<file path="src/rtl/gpio_edge_intc.sv">
module gpio_edge_intc #(
  parameter int NPIN = 7,
  parameter int LANE = 8,
  parameter int VW   = 8,
  parameter int AW   = 2
) (
  input  logic                clk,
  input  logic                rst_n,
  input  logic [NPIN-1:0]     pins_i,
  input  logic                bus_sel,
  input  logic                bus_wr,
  input  logic [AW-1:0]       bus_addr,
  input  logic [2*LANE-1:0]   bus_wdata,
  output logic [2*LANE-1:0]   bus_rdata,
  output logic                irq_o,
  output logic [VW-1:0]       vector_o
);
  localparam int RW = 2 * LANE;
  localparam int IW = (NPIN > 1) ? $clog2(NPIN) : 1;
  localparam logic [AW-1:0] A_EN   = AW'(0);
  localparam logic [AW-1:0] A_CLR  = AW'(1);
  localparam logic [AW-1:0] A_BASE = AW'(2);
  localparam logic [LANE-1:0] PMASK = LANE'((64'd1 << NPIN) - 64'd1);
  localparam logic [RW-1:0]   EMASK = {PMASK, PMASK};

  logic [NPIN-1:0] s1, s2, s3;
  logic [NPIN-1:0] rise, fall;
  logic [RW-1:0]   det, en_q, pend_q, clr_bits;
  logic [VW-1:0]   base_q;
  logic [NPIN-1:0] hit;
  logic [IW-1:0]   idx;
  logic            wr_en, wr_clr, wr_base;

  always_ff @(posedge clk) begin
    if (!rst_n) begin
      s1 <= '0;
      s2 <= '0;
      s3 <= '0;
    end else begin
      s1 <= pins_i;
      s2 <= s1;
      s3 <= s2;
    end
  end

  assign rise = s2 & ~s3;
  assign fall = ~s2 & s3;

  generate
    if (LANE > NPIN) begin : g_pad
      assign det = {{(LANE-NPIN){1'b0}}, fall, {(LANE-NPIN){1'b0}}, rise};
    end else begin : g_nopad
      assign det = {fall, rise};
    end
  endgenerate

  assign wr_en    = bus_sel && bus_wr && (bus_addr == A_EN);
  assign wr_clr   = bus_sel && bus_wr && (bus_addr == A_CLR);
  assign wr_base  = bus_sel && bus_wr && (bus_addr == A_BASE);
  assign clr_bits = wr_clr ? bus_wdata : '0;

  always_ff @(posedge clk) begin
    if (!rst_n) begin
      en_q   <= '0;
      pend_q <= '0;
      base_q <= '0;
    end else begin
      if (wr_en)   en_q   <= bus_wdata & EMASK;
      if (wr_base) base_q <= bus_wdata[VW-1:0];
      pend_q <= ((pend_q & ~clr_bits) | (det & en_q)) & EMASK;
    end
  end

  always_comb begin
    case (bus_addr)
      A_EN:    bus_rdata = en_q;
      A_CLR:   bus_rdata = pend_q;
      A_BASE:  bus_rdata = {{(RW-VW){1'b0}}, base_q};
      default: bus_rdata = '0;
    endcase
  end

  assign hit   = pend_q[NPIN-1:0] | pend_q[LANE +: NPIN];
  assign irq_o = |pend_q;

  always_comb begin
    idx = '0;
    for (int i = NPIN - 1; i >= 0; i--)
      if (hit[i]) idx = IW'(i);
  end

  assign vector_o = base_q + VW'(idx);
endmodule

</file>
<file path="config.mk">
export PLATFORM = sky130hd
export DESIGN_NAME = gpio_edge_intc
export DESIGN_NICKNAME = d
export VERILOG_FILES = /design/src/rtl/gpio_edge_intc.sv
export SDC_FILE = /design/constraint.sdc
export NUM_CORES = 1
export LEC_CHECK = 0
export BUFFER_PORTS_ARGS = -buffer_cell sky130_fd_sc_hd__buf_2
export CAP_MARGIN = 20
export CORE_MARGIN = 2
export CORE_UTILIZATION = 45
export DETAILED_ROUTE_END_ITERATION = 16
export PLACE_DENSITY = 0.68
export RECOVER_POWER = 100
export SKIP_CTS_REPAIR_TIMING = 1
export SLEW_MARGIN = 15
export SYNTH_ARGS = -nofsm -noshare
export SYNTH_HDL_FRONTEND = slang
export SYNTH_SLANG_ARGS = --single-unit
</file>
<file path="constraint.sdc">
create_clock -name clk -period 4.2 [get_ports clk]
set_input_delay 0.84 -clock clk [delete_from_list [all_inputs] [get_ports clk]]
set_output_delay 0.84 -clock clk [all_outputs]
set_load 0.005 [all_outputs]
</file>
# Yosys cells after proc, flatten, opt, wreduce, memory -nomap -nowiden
# Index checks and enable logic that the tools add are counted.
# W data, S select, Z words.
# totals
output_inout_bits	25
register_bits	57
word_cells	33
input_bits	29
# op_classes
mux	9
n_addsub	1
reduce_logical	6
bitwise	9
n_eq_ne	2
# op_table
cell	n
$pmux W15 S3	1
$and A15 B15 Y15	2
$mux W3	7
$reduce_or A16 Y1	1
$mux W15	1
$not A15 Y15	1
$or A15 B15 Y15	1
$and A7 B7 Y7	2
$not A7 Y7	2
$add A8 B3 Y8	1
$or A7 B7 Y7	1
$logic_and A1 B1 Y1	4
$eq A2 B1 Y1 const B	1
$eq A2 B2 Y1 const B	1
$logic_not A2 Y1	1

# Depth between registers and ports, before layout
# Gate-level depths: netlist of the first run.
# depth
ltp_word	9
mapped_depth	10

# Least setup slack after synthesis of the first run
# OpenSTA, ideal clock, no wires.
# synth_path
path_type	register to output
startpoint	register pend_q[2]
endpoint	output port vector_o[7]
required_time_ps	3360
setup_slack_ps	1503
path_stages_with_launch	9
n_path_buf	0
t_arrival_ps	1857
path_cell_list	dfxtp_1 -> nor4_1 -> o21ai_0 -> and2_1 -> ha_1 -> a21o_1 -> o21a_1 -> nand3_1 -> xnor2_1
# synth_between
elab_chain_len	5
# synth_rtl
item	line	text
start: declaration	28	logic [RW-1:0] det, en_q, pend_q, clr_bits;
start signal: assignment	70	pend_q <= ((pend_q & ~clr_bits) | (det & en_q)) & EMASK;
$or A7 B7 Y7	83	assign hit = pend_q[NPIN-1:0] | pend_q[LANE +: NPIN];
$mux W3 (3 in a row)	89	if (hit[i]) idx = IW'(i);
$add A8 B3 Y8	92	assign vector_o = base_q + VW'(idx);
end: declaration	16	output logic [VW-1:0] vector_o
# No other way between the ends.

# Worst setup path in the final report of the first run
# layout_path
startpoint	register pend_q[13]
endpoint	output port vector_o[4]
# layout_between
elab_chain_len	8
# layout_rtl
item	line
$or A7 B7 Y7	83
$mux W3 (6 in a row)	89
$add A8 B3 Y8	92
# No other way between the ends.

==> metrics, run 1 <==
status=complete, but fails checks; failing checks=capacitance limit, slew limit; detailed-route DRC error count=0; dpl cell area=0.00282 mm²; Worst Path Arrival=~2700 ps; vias=between 2000 and 2500; Pwr Total=1.13 mW; Top Ports=54; hpwl dp=3820 µm; net count after synthesis=341; Worst Setup Start Kind=flip-flop; Main synth FF type=dfxtp_1; Rows=27; Fin. Hold Viols=0; initial antenna violation count=0; drt total wl=around 5700 µm; family with the most delay on the worst path=adder cells; proportion of layout cells with a drive suffix above 1=between 10% and 20%; worst skew pair latency=330 ps; Iteration-0 DRC Markers=86; DR pass1 iterations=4; Max transition margin=-25.2%; layout overhead on the synthesized area=14.9%; leakage power=1.19 nW; Clock Skews=8.47 ps; root buffer cell=clkbuf_8; Async SR Flop Fraction=0%; crit end category=output port; Tmin final=3540 ps; Vias per Instance=around 5; Peak supply drop=between 0.00015 and 0.0002 V; ant diodes=0; Yosys reg bits=57; gr usage total=between 15 and 20%; Die Wd=80.0 µm; Clock transition at path regs=roughly 60 ps; synthesized area per cell=8.43 µm²; Pwr Density=380 mW/mm²; GR peak layer=met2; GRT overflow=0; Max Slew Vio Count=58; Die Ht=80.0 µm; post-synthesis sequential area ratio=43.9%; IO Port Bufs=about 50; worst path cell trace=nor2_1 > o31ai_1 > a211oi_1 > nor3_1 > ha_1 > inv_1 > fa_1 > nor2b_1 > o21ai_0 > xnor2_1 > clkbuf_1; ANT nets after route=0; Design Area, Final=0.00298 mm²; Worst Tran Pin Value=1880 ps; initial core utilization=46.9%; EDFF count, synth=0; htree depth=3; core area=about 0.0055 mm²; Crit-path slowest cell=fa_1; setup violators final=0; die area=roughly 0.0064 mm²; worst endpoint required time=3360 ps; CTS sink cnt=57; CTS tree=yes; crit-path max FO=3; Buf/Inv on CP=2; M2 GR Usage=a little under a third; largest stage delay on the critical path=~400 ps; unrepaired setup endpoints after global routing=false; Mapped Cells=about 300; post-synth cell types=35; vias in the first global route=2007; CP Class=reg -> out; Nets=385; wire per inst=approximately 13 µm; Synth Cell Area=0.00260 mm²; Final Wtd Congestion=around 0.76; first-pass GRT wire length=9430 µm; max-cap violations=1; met1 Track Usage GR=around a quarter; fin crit share=84.2%; met3 Track Usage GR=~5.7%; FMAX=~280 MHz; clock tree buffer depth=2; Yosys Warn Count=0; Tightest Hold Check Type=reg -> reg; setup TNS=0 ps; CTS buffer count=9; largest net degree at the start of global routing=58
-- worst paths after layout --
kind | from | to | slack (ps) | cells after the start
worst max-delay path | pend_q[13]$_SDFF_PN0_ | vector_o[4] | 660 | 11
worst min-delay path | s1[1]$_SDFF_PN0_ | s2[1]$_SDFF_PN0_ | 430 | 1
worst max register to register | s2[0]$_SDFF_PN0_ | pend_q[8]$_SDFF_PN0_ | 3420 | 3
worst min register to register | s1[1]$_SDFF_PN0_ | s2[1]$_SDFF_PN0_ | 430 | 1
-- metal layers --
| layer | up-vias | share of wire (%) |
|---|---|---|
| met3 | 8 | 5.3 |
| met4 | 0 | 1.3 |
| li1 | 1092 | - |
| met5 | - | 0 |
| met2 | 53 | 45 |
| met1 | 968 | 49 |
-- power by group --
part	switching [mW]	total [mW]	internal, mW	leakage (nW)
logic	0.0378	0.0679	0.0301	0.624
registers	0.00794	0.562	0.554	0.464
clock network	0.203	0.504	0.301	0.102
-- registers in the layout, indices dropped and copies added (netlist names) --
name    count
en_q       14
pend_q     14
base_q      8
s1          7
s2          7
s3          7
-- synth_stat cells (all sizes together) (2+ instances only) --
library cell | number | share of area (%)
a21boi | 22 | 6.4
a21oi | 8 | 1.5
a32oi | 7 | 2.4
and2 | 23 | 5.5
buf | 11 | 3.7
clkbuf | 7 | 1.0
dfxtp | 57 | 44
ha | 3 | 1.4
inv | 10 | 1.4
mux2i | 14 | 5.4
nand2 | 76 | 11
nand3 | 3 | 0.58
nor2 | 20 | 2.9
nor2b | 16 | 4.1
nor3 | 3 | 0.77
nor4 | 2 | 0.48
o21ai | 9 | 1.7
xnor2 | 5 | 1.7
-- cell type report --
type / instances / area, µm²
multi-input combinational: 223 / 1290
timing repair buffer: 51 / 231
tap: 72 / 90.1
clock buffer: 12 / 155
fill: 552 / 2560
inverter: 10 / 37.5
sequential: 57 / 1140
clock inverter: 3 / 40.0
-- layout by cell type (no fill, tap or decap), drive strengths merged, types with 3 or more instances in the layout --
cell,n
nand3,3
a21boi,22
buf,31
nor2,20
ha,3
xnor2,5
o21ai,9
nor3,3
inv,10
a32oi,7
nand2,76
a21oi,8
and2,23
dfxtp,57
mux2i,14
nor2b,16
clkbuf,32
-- logic make-up after synthesis --
family / after synthesis / synth area share (%)
AND/OR/NAND/NOR: 146 / 26.3
flip-flops: 57 / 43.9
AO/OA/AOI/OAI: 52 / 13.9
buffers and inverters: 28 / 6.17
multiplexers: 14 / 5.39
XOR/XNOR: 6 / 2.02
adder cells (fa/ha/maj): 4 / 2.22
other: 1 / 0.144
-- worst reg2reg max path, stage by stage, from the launching register on --
cell and delay (ps):
dfxtp_1 370, inv_1 50, a32oi_1 190, nor2b_1 60
-- per-stage QoR --
step / hold WS (ps) / setup WS (ps) / utilization, % / instances
after global placement: 414 / 1080 / 50.9 / 413
after detailed placement: 417 / 1010 / 50.9 / 413
after floorplan: 412 / 1500 / - / 308
after CTS: 431 / 647 / 54.4 / 428
final: 429 / 665 / 53.9 / 428
after global routing: 444 / 521 / 53.9 / 428
(Power assumes the default switching activity.)
==> run 2: changes to the inputs <==
==> constraint.sdc (replaced) <==
create_clock -name clk -period 3.5 [get_ports clk]
set_input_delay 0.7 -clock clk [delete_from_list [all_inputs] [get_ports clk]]
set_output_delay 0.7 -clock clk [all_outputs]
set_load 0.005 [all_outputs]
==> metrics, run 2 (synthesis gave the netlist of run 1 again) <==
Psw=0.279 mW (was 0.248 mW); unrepaired setup endpoints after global routing=false (unchanged); fin crit share=94.5%; CTS buffer count=9 (unchanged); sequential share of power=53.1% (was 49.6%); met1 Track Usage GR=23.9% (was 25.1%); root buffer cell=clkbuf_8 (unchanged); Fin. Hold Viols=0 (unchanged); first-pass GRT wire length=8730 µm (was 9430 µm); die area=0.00640 mm² (unchanged); Die Ht=80.0 µm (unchanged); failing checks=capacitance limit, slew limit (unchanged); Nets=386 (was 385); Max transition margin=-26.8% (was -25.2%); Rows=27 (unchanged); Vias per Instance=4.89 (was 4.96); GR peak layer=met2 (unchanged); detailed-route DRC error count=0 (unchanged); initial antenna violation count=0 (unchanged); ANT nets after route=0 (unchanged); vias in the first global route=1798 (was 2007); worst skew pair latency=330 ps (about the same); Worst Tran Pin Value=1900 ps (was 1880 ps); wire per inst=12.6 µm (was 13.3 µm); core area=0.00554 mm² (unchanged); status=complete, but fails checks (unchanged); proportion of layout cells with a drive suffix above 1=13.8% (was 13.2%); GRT overflow=0 (unchanged); CTS sink cnt=57 (unchanged); Clock transition at path regs=60 ps (about the same); fillers=558 (was 552); CP Class=reg -> out (unchanged); Int Power=0.990 mW (was 0.885 mW); setup TNS=0 ps (unchanged); htree depth=3 (unchanged); Max Slew Vio Count=58 (unchanged); Worst Path Arrival=2610 ps (was 2700 ps); setup violators final=0 (unchanged); worst hold slack=433 ps (was 429 ps); gr usage total=18.1% (was 19.4%); Clk pwr share=40.5% (was 44.4%); ant diodes=0 (unchanged); Tmin final=3310 ps; leading cell type in the layout, fill and taps excluded=nand2_1 (unchanged); crit-path max FO=3 (unchanged); vias=2094 (was 2121); Iteration-0 DRC Markers=129 (was 86); Top Ports=54 (unchanged); Peak supply drop=0.000209 V (was 0.000178 V); largest registers=en_q: 14 flops, pend_q: 14 flops, base_q: 8 flops (unchanged); Final Wtd Congestion=0.758 (was 0.760); Tightest Hold Check Type=reg -> reg (unchanged); most frequent cells in the layout=nand2_1 (76), dfxtp_1 (57), buf_2 (31) (was nand2_1 (76), dfxtp_1 (57), buf_2 (30)); FMAX=around 300 MHz; Pwr Total=1.27 mW (was 1.13 mW); largest net degree at the start of global routing=58 (unchanged); Die Wd=80.0 µm (unchanged); max-cap violations=1 (unchanged); drt total wl=5400 µm (was 5690 µm); hpwl dp=3700 µm (was 3820 µm); Clock Skews=6.69 ps (was 8.47 ps); Worst Setup Start Kind=flip-flop (unchanged); DR pass1 iterations=6 (was 4); IO Port Bufs=51 (unchanged); met3 Track Usage GR=6.79% (was 5.66%); sw frac=22.0% (was 21.9%); CTS tree=yes (unchanged); worst endpoint required time=2800 ps (was 3360 ps); initial core utilization=46.9% (unchanged); crit end category=output port (unchanged); leakage power=1.19 nW (about the same); Pwr Density=427 mW/mm² (was 380 mW/mm²); layout overhead on the synthesized area=14.3% (was 14.9%); clock tree buffer depth=2 (unchanged); Core Util, Final=53.6% (was 53.9%); Comb pwr share=6.4% (was 6.0%); M2 GR Usage=26.9% (was 30.3%)
[run 2: area by class of cell]
cell class	instances	area [µm²]	area share [%]
flip-flops and latches	57	1140	38.4
multi-input cells	223	1300	43.7
clock buffers	14	163	5.48
inverters	10	37.5	1.26
well taps	72	90.1	3.03
repair buffers	52	241	8.13
[run 2: metal layers]
layer  share of wire (%)  wire length, µm  up-vias
met2                  44             2370       52
li1                    -                -     1099
met1                  49             2640      937
met5                   0                0        -
met4                 1.1               61        0
met3                 5.9              317        6
[run 2: power by group through the flow]
| stage | Sequential [mW] | Clock (mW) | Combinational (mW) |
|---|---|---|---|
| floorplan | 0.685 | 0 | 0.0569 |
| global placement | 0.688 | 0 | 0.0836 |
| detailed placement | 0.688 | 0 | 0.0842 |
| CTS | 0.674 | 0.531 | 0.0845 |
| global route | 0.676 | 0.566 | 0.0908 |
| finish | 0.674 | 0.514 | 0.0815 |
[run 2: worst paths after layout]
kind	start	endpoint	slack [ps]	cells after the start
max	pend_q[13]$_SDFF_PN0_	vector_o[6]	190	11
min	s1[1]$_SDFF_PN0_	s2[1]$_SDFF_PN0_	430	1
max reg2reg	s2[0]$_SDFF_PN0_	pend_q[8]$_SDFF_PN0_	2710	3
min reg2reg	s1[1]$_SDFF_PN0_	s2[1]$_SDFF_PN0_	430	1
[run 2: per-stage QoR]
step                instance area (µm²)  instances  setup slack [ps]
global route                       2970        428             0.361
CTS                                2990        428               113
floorplan                          2600        308               943
finish                             2970        428               193
detailed placement                 2830        414               477
global placement                   2830        414               543
[run 2: critical path, cell delays in order, from the launching register on]
cell	delay [ps]
dfxtp_1	360
nor2_1	90
o31ai_2	220
a211oi_1	110
nor3_1	240
ha_1	210
inv_1	50
fa_1	420
nor2b_2	150
o2111ai_1	130
xnor2_1	150
clkbuf_1	120
